--- src/rtl/vbi_pkg.sv ---
package vbi_pkg;
   typedef enum logic [1:0] {
      REG_WIN_START   = 2'd0,
      REG_WIN_END     = 2'd1,
      REG_BUDGET_ODD  = 2'd2,
      REG_BUDGET_EVEN = 2'd3
   } vbi_reg_e;
endpackage

--- src/rtl/vbi_cfg_regs.sv ---
module vbi_cfg_regs
   import vbi_pkg::*;
#(
   parameter int HPOS_W = 11,
   parameter int CNT_W  = 20,
   localparam int CFG_W = (CNT_W > HPOS_W) ? CNT_W : HPOS_W
)(
   input  logic              clk,
   input  logic              rst_n,
   input  logic              cfg_we,
   input  logic [1:0]        cfg_addr,
   input  logic [CFG_W-1:0]  cfg_wdata,
   output logic [HPOS_W-1:0] win_start,
   output logic [HPOS_W-1:0] win_end,
   output logic [CNT_W-1:0]  bud_odd,
   output logic [CNT_W-1:0]  bud_even
);
   always_ff @(posedge clk or negedge rst_n) begin
      if (!rst_n) begin
         win_start <= '0;
         win_end   <= '0;
         bud_odd   <= '0;
         bud_even  <= '0;
      end else if (cfg_we) begin
         case (vbi_reg_e'(cfg_addr))
            REG_WIN_START:   win_start <= cfg_wdata[HPOS_W-1:0];
            REG_WIN_END:     win_end   <= cfg_wdata[HPOS_W-1:0];
            REG_BUDGET_ODD:  bud_odd   <= cfg_wdata[CNT_W-1:0];
            REG_BUDGET_EVEN: bud_even  <= cfg_wdata[CNT_W-1:0];
            default: ;
         endcase
      end
   end


   cfg_hold_chk: assert property (@(posedge clk) disable iff (!rst_n)
      !cfg_we |=> ($stable(win_start) && $stable(win_end) && $stable(bud_odd) && $stable(bud_even)));
endmodule

--- src/rtl/vbi_field_counter.sv ---
module vbi_field_counter #(
   parameter int CNT_W = 20
)(
   input  logic             clk,
   input  logic             rst_n,
   input  logic             in_valid,
   input  logic             in_odd,
   input  logic             field_start,
   input  logic [CNT_W-1:0] bud_odd,
   input  logic [CNT_W-1:0] bud_even,
   output logic             is_vbi
);
   logic [CNT_W-1:0] cnt_q, cnt_eff;
   logic             odd_q, odd_eff;
   logic [CNT_W-1:0] budget;

   always_comb begin
      cnt_eff = field_start ? '0 : cnt_q;
      odd_eff = field_start ? in_odd : odd_q;
      budget  = odd_eff ? bud_odd : bud_even;
      is_vbi  = in_valid && (cnt_eff < budget);
   end

   always_ff @(posedge clk or negedge rst_n) begin
      if (!rst_n) begin
         cnt_q <= '0;
         odd_q <= 1'b0;
      end else begin
         odd_q <= odd_eff;
         if (in_valid && (cnt_eff != '1)) cnt_q <= cnt_eff + 1'b1;
         else                             cnt_q <= cnt_eff;
      end
   end


   fs_clear_chk: assert property (@(posedge clk) disable iff (!rst_n)
      (field_start && !in_valid) |=> (cnt_q == '0));

   fs_first_byte_chk: assert property (@(posedge clk) disable iff (!rst_n)
      (field_start && in_valid) |=> (cnt_q == CNT_W'(1)));

   parity_latch_chk: assert property (@(posedge clk) disable iff (!rst_n)
      field_start |=> (odd_q == $past(in_odd)));
endmodule

--- src/rtl/vbi_hwindow.sv ---
module vbi_hwindow #(
   parameter int HPOS_W = 11
)(
   input  logic [HPOS_W-1:0] hpos,
   input  logic [HPOS_W-1:0] win_start,
   input  logic [HPOS_W-1:0] win_end,
   output logic              in_win
);
   always_comb begin
      in_win = (hpos >= win_start) && (hpos < win_end);
   end


   always_comb begin
      if (win_end <= win_start) empty_win_chk: assert (!in_win);
   end
endmodule

--- src/rtl/vbi_splitter.sv ---
module vbi_splitter #(
   parameter int HPOS_W  = 11,
   parameter int CNT_W   = 20,
   parameter int DATA_W  = 8,
   parameter bit REG_OUT = 1'b1,
   localparam int CFG_W  = (CNT_W > HPOS_W) ? CNT_W : HPOS_W
)(
   input  logic              clk,
   input  logic              rst_n,
   input  logic              cfg_we,
   input  logic [1:0]        cfg_addr,
   input  logic [CFG_W-1:0]  cfg_wdata,
   input  logic              in_valid,
   input  logic [DATA_W-1:0] in_data,
   input  logic              in_odd,
   input  logic              field_start,
   input  logic [HPOS_W-1:0] hpos,
   output logic              vbi_valid,
   output logic [DATA_W-1:0] vbi_data,
   output logic              vid_valid,
   output logic [DATA_W-1:0] vid_data
);
   generate
      if (HPOS_W < 2 || HPOS_W > 16) begin : g_bad_hpos
         $error("vbi_splitter: HPOS_W out of range");
      end
      if (CNT_W < 1 || CNT_W > 32) begin : g_bad_cnt
         $error("vbi_splitter: CNT_W out of range");
      end
      if (DATA_W < 1) begin : g_bad_data
         $error("vbi_splitter: DATA_W must be positive");
      end
   endgenerate

   logic [HPOS_W-1:0] win_start, win_end;
   logic [CNT_W-1:0]  bud_odd, bud_even;
   logic              is_vbi, in_win;
   logic              vbi_hit, vid_hit;

   vbi_cfg_regs #(.HPOS_W(HPOS_W), .CNT_W(CNT_W)) u_regs (
      .clk(clk), .rst_n(rst_n), .cfg_we(cfg_we), .cfg_addr(cfg_addr),
      .cfg_wdata(cfg_wdata), .win_start(win_start), .win_end(win_end),
      .bud_odd(bud_odd), .bud_even(bud_even)
   );

   vbi_field_counter #(.CNT_W(CNT_W)) u_cnt (
      .clk(clk), .rst_n(rst_n), .in_valid(in_valid), .in_odd(in_odd),
      .field_start(field_start), .bud_odd(bud_odd), .bud_even(bud_even),
      .is_vbi(is_vbi)
   );

   vbi_hwindow #(.HPOS_W(HPOS_W)) u_win (
      .hpos(hpos), .win_start(win_start), .win_end(win_end), .in_win(in_win)
   );

   always_comb begin
      vbi_hit = is_vbi && in_win;
      vid_hit = in_valid && !is_vbi;
   end

   generate
      if (REG_OUT) begin : g_reg
         always_ff @(posedge clk or negedge rst_n) begin
            if (!rst_n) begin
               vbi_valid <= 1'b0;
               vid_valid <= 1'b0;
               vbi_data  <= '0;
               vid_data  <= '0;
            end else begin
               vbi_valid <= vbi_hit;
               vid_valid <= vid_hit;
               vbi_data  <= vbi_hit ? in_data : '0;
               vid_data  <= vid_hit ? in_data : '0;
            end
         end


         out_needs_in_chk: assert property (@(posedge clk) disable iff (!rst_n)
            (vbi_valid || vid_valid) |-> $past(in_valid));

         vid_data_chk: assert property (@(posedge clk) disable iff (!rst_n)
            vid_valid |-> (vid_data == $past(in_data)));
      end else begin : g_comb
         always_comb begin
            vbi_valid = vbi_hit;
            vid_valid = vid_hit;
            vbi_data  = vbi_hit ? in_data : '0;
            vid_data  = vid_hit ? in_data : '0;
         end
      end
   endgenerate


   excl_out_chk: assert property (@(posedge clk) disable iff (!rst_n)
      !(vbi_valid && vid_valid));
endmodule

--- config.mk ---
export PLATFORM = sky130hd
export DESIGN_NAME = vbi_splitter
export DESIGN_NICKNAME = d
export VERILOG_FILES = /design/src/rtl/vbi_pkg.sv /design/src/rtl/vbi_cfg_regs.sv /design/src/rtl/vbi_field_counter.sv /design/src/rtl/vbi_hwindow.sv /design/src/rtl/vbi_splitter.sv
export SDC_FILE = /design/constraint.sdc
export NUM_CORES = 1
export LEC_CHECK = 0
export ABC_CLOCK_PERIOD_IN_PS = 3050
export BUFFER_PORTS_ARGS = -buffer_cell sky130_fd_sc_hd__buf_4
export CELL_PAD_IN_SITES_DETAIL_PLACEMENT = 1
export CELL_PAD_IN_SITES_GLOBAL_PLACEMENT = 1
export CORE_MARGIN = 2
export CORE_UTILIZATION = 34
export CTS_BUF_LIST = sky130_fd_sc_hd__clkbuf_8 sky130_fd_sc_hd__clkbuf_16
export DETAILED_ROUTE_END_ITERATION = 16
export GPL_TIMING_DRIVEN = 1
export PLACE_DENSITY = 0.7
export SLEW_MARGIN = 10
export SYNTH_ARGS = -nofsm -noshare
export SYNTH_HDL_FRONTEND = slang
export SYNTH_HIERARCHICAL = 1
export SYNTH_SLANG_ARGS = --single-unit
--- constraint.sdc ---
create_clock -name clk -period 3.05 [get_ports clk]
set_input_delay 0.1525 -clock clk [delete_from_list [all_inputs] [get_ports clk]]
set_output_delay 0.1525 -clock clk [all_outputs]
set_load 0.1 [all_outputs]
==> impl_results.md <==
* Min Tclk post-route at 2.788 ns
* Clock-pin slew on the worst setup and hold paths at 0.07 ns
* # IOs at 65
* Violation count after the first detailed-route iteration at 128
* Die height at 128.6 um
* Routed vias at between 3000 and 4000
* Worst EP arrival at 3.03 ns
* Clock Path Buffers at 2
* Max IR drop VDD at 325.2 uV
* Setup TNS at 0 ns
* Antenna Cells at 0
* Clock power share at 0.331
* Die area at 16540 um^2
* Psw at 1.066 mW
* Largest net degree at the start of global routing at 37
* Part of the power in registers at 0.447
* Status: complete, no violations
* Number of detailed-route iterations in the first pass at 4
* CP Data Required Time at 3.29 ns
* Critical path class: reg -> reg
* CTS tree: done
* Share of the synthesized area in the top cell type at 0.4788
* Number of synthesized flops with an enable pin at 0
* Reg2Reg Depth at 11
* Grt ovf at 0
* PwrDens at between 500 and 600 nW/um^2
* Detailed placement HPWL at 9127 um
* Setup crit end: vid_data[7]$_DFF_PN0_
* Final Cycle Share at 0.9142
* Root buffer cell: clkbuf_16
* Maxcap violations at 0
* Post-synth net total at between 500 and 600
* Synth warnings at 6
* Slew @ Worst Pin at 1.086 ns
* Critical R2R Capture: vid_data[7]$_DFF_PN0_
* Final ANT Viol Nets at 0
* Initial Utilization at 0.3472
* Worst-path fanout max at 21
* Async SR Flop Fraction at 1.000
* Crit path from: u_cnt/odd_q$_DFF_PN0_
* Slew Viols, Final at 0
* Nets@finish at 588
* PostCTS Resize Cnt at 0
* Final setup vio count at 0
* Synth cell types at 49
* Share of cells above drive strength 1 at 0.2812
* FMAX at 0.3586 GHz
* Register-to-register setup slack at 0.26 ns
* Avg Vias per Cell at about 5
* CP Capture Type: flip-flop
* CTS HTree Levels at 3
* Worst r2r src: u_cnt/odd_q$_DFF_PN0_
* Avg WL per Cell at 17.35 um
* Synth Register Bits at 101
* Post-CTS Setup Bufs at 0
* Switch share at 0.2957
* Overall power at 3.605 mW
* Die X at 128.6 um
* # DRC at 0
* Clk_lat worst skew at about 0.35 ns
* Startpoint types: flip-flop
* Area leader, netlist: dfrtp_1
* Gate Count Post-Synth at 430
* Final hold vios at 0
* Sequential area share after synthesis at 0.4788
* Synth top area cells: dfrtp_1 (48%), ha_1 (9.7%), mux2_2 (6.6%), mux2_1 (4.7%), mux2i_1 (4.0%)
* Core Area at 15200 um^2
* Relative slew slack at 0.2736
* P_int at 2.539 mW
* First-pass GRT wire length at 20310 um
* Clk_skew at 0.006406 ns
* Total GRT Usage at 0.1590
* Syn Area/Cell at ~12 um^2
* Initial antenna violation count at 0
* RSZ-0062 raised after global routing: no
* Std cell rows at between 40 and 50
* Leakage at 3.167 nW
* Area growth, synth to finish at 19.39%
* Port buffer count at 64
* Total wire length at between 10000 and 15000 um
* Hold Buf Count CTS at 1
* Synth Flop Type: dfrtp_1
* Comb power frac at 0.222
* CTS Buf Count at 9
* Mapped cell area at 5279 um^2
* Final GP Congestion at between 0.7 and 0.8
* Clock sink count at 101
* Vias in the first global route at 4003
* Hold crit path type: in -> reg
## state kept, by name, indices dropped and copies added, names as in the netlist
register	count
u_cnt/cnt_q	20
u_regs/bud_even	20
u_regs/bud_odd	20
u_regs/win_end	11
u_regs/win_start	11
vbi_data	8
vid_data	8
u_cnt/odd_q	1
vbi_valid	1
vid_valid	1
## cells in the final DEF, fill, tap and decap left out, types with 9 or more instances in the layout
cell and instances:
mux2_1 22, a21oi_1 18, clkbuf_16 9, nor2_1 9
nand3_1 10, mux2_2 31, ha_1 41, nand2_1 19
nor2b_1 20, mux2i_1 20, dfrtp_1 101, mux2_4 10
buf_4 69, inv_1 25, xor2_1 13
## Yosys cell counts, types with 4 or more instances
library cell  number
xor2_1            13
buf_2              5
mux2_2            31
mux2_4            10
dfrtp_1          101
a21oi_1           18
mux2i_1           21
buf_4              4
o21ai_0            6
nand4_1            8
nand2_1           19
ha_1              41
and3b_2            6
mux2_1            22
nand3_1           10
nor2_1             9
nor3_1             7
and3_1             8
inv_1             25
nand2b_1           4
xnor2_1            6
nor2b_1           20
## metal layers
metal / vias to the layer above / GRT usage / wire (um)
li1: 1657 / - / -
met1: 1765 / 0.1980 / 5427
met2: 51 / 0.2772 / 6029
met3: 11 / 0.03493 / 373
met4: 0 / 0.04859 / 191
met5: - / 0 / 0
## stage by stage
stage | cells | utilization | hold slack [ns] | setup WS (ns) | instance area, um^2
floorplan | 430 | - | -0.1431 | 0.3805 | 5279
global placement | 676 | 0.3936 | 0.1284 | 0.2393 | 5983
detailed placement | 676 | 0.3936 | 0.1408 | 0.1174 | 5983
CTS | 693 | 0.4146 | 0.008501 | 0.2388 | 6302
global route | 693 | 0.4146 | 0.01724 | 0.04020 | 6302
finish | 693 | 0.4146 | 0.02034 | 0.2617 | 6302
## critical path, stage by stage, from the launching register on
cell and delay, ns:
dfrtp_1 0.40, mux2i_4 0.17, buf_12 0.21, mux2i_1 0.23
ha_1 0.27, a21oi_1 0.15, o21ai_0 0.12, a22oi_1 0.23
nand4b_1 0.11, nor3_1 0.29, buf_4 0.25, and3b_2 0.23
## power by group through the flow
stage	clock network [mW]	registers, mW	logic [mW]
CTS	1.24	1.62	0.814
global route	1.29	1.64	0.893
detailed placement	0	1.64	0.808
global placement	0	1.64	0.760
floorplan	0	1.72	0.443
finish	1.19	1.61	0.800
## logic make-up (layout without fill, tap and decap cells)
kind of cell	after synthesis	after routing	synth area share
flip-flops	101	101	0.4788
adder cells (fa/ha/maj)	41	41	0.09718
XOR/XNOR	19	19	0.03152
AO/OA/AOI/OAI	35	35	0.04361
multiplexers	84	84	0.1813
AND/OR/NAND/NOR	113	113	0.1344
buffers and inverters	37	112	0.03318
## layout make-up
type	count	area, um^2
Clock inverter	6	70.07
Clock buffer	10	239.0
Multi-Input combinational cell	292	2589
Sequential cell	101	2527
Tap cell	188	235.2
Inverter	25	93.84
Fill cell	1646	8900
Timing Repair Buffer	71	548.0
## worst min path at each step
stage                        from                             end  slack (ns)  cells past startpoint
floorplan                   rst_n        u_cnt/cnt_q[0]$_DFF_PN0_       -0.14                      0
global placement            rst_n       u_cnt/cnt_q[11]$_DFF_PN0_        0.13                      1
detailed placement          rst_n       u_cnt/cnt_q[11]$_DFF_PN0_        0.14                      1
CTS                 cfg_wdata[16]  u_regs/bud_odd[16]$_DFFE_PN0P_       0.009                      2
global route        cfg_wdata[11]  u_regs/bud_odd[11]$_DFFE_PN0P_        0.02                      2
finish              cfg_wdata[16]  u_regs/bud_odd[16]$_DFFE_PN0P_        0.02                      2
Power figures use the tool's default switching activity.
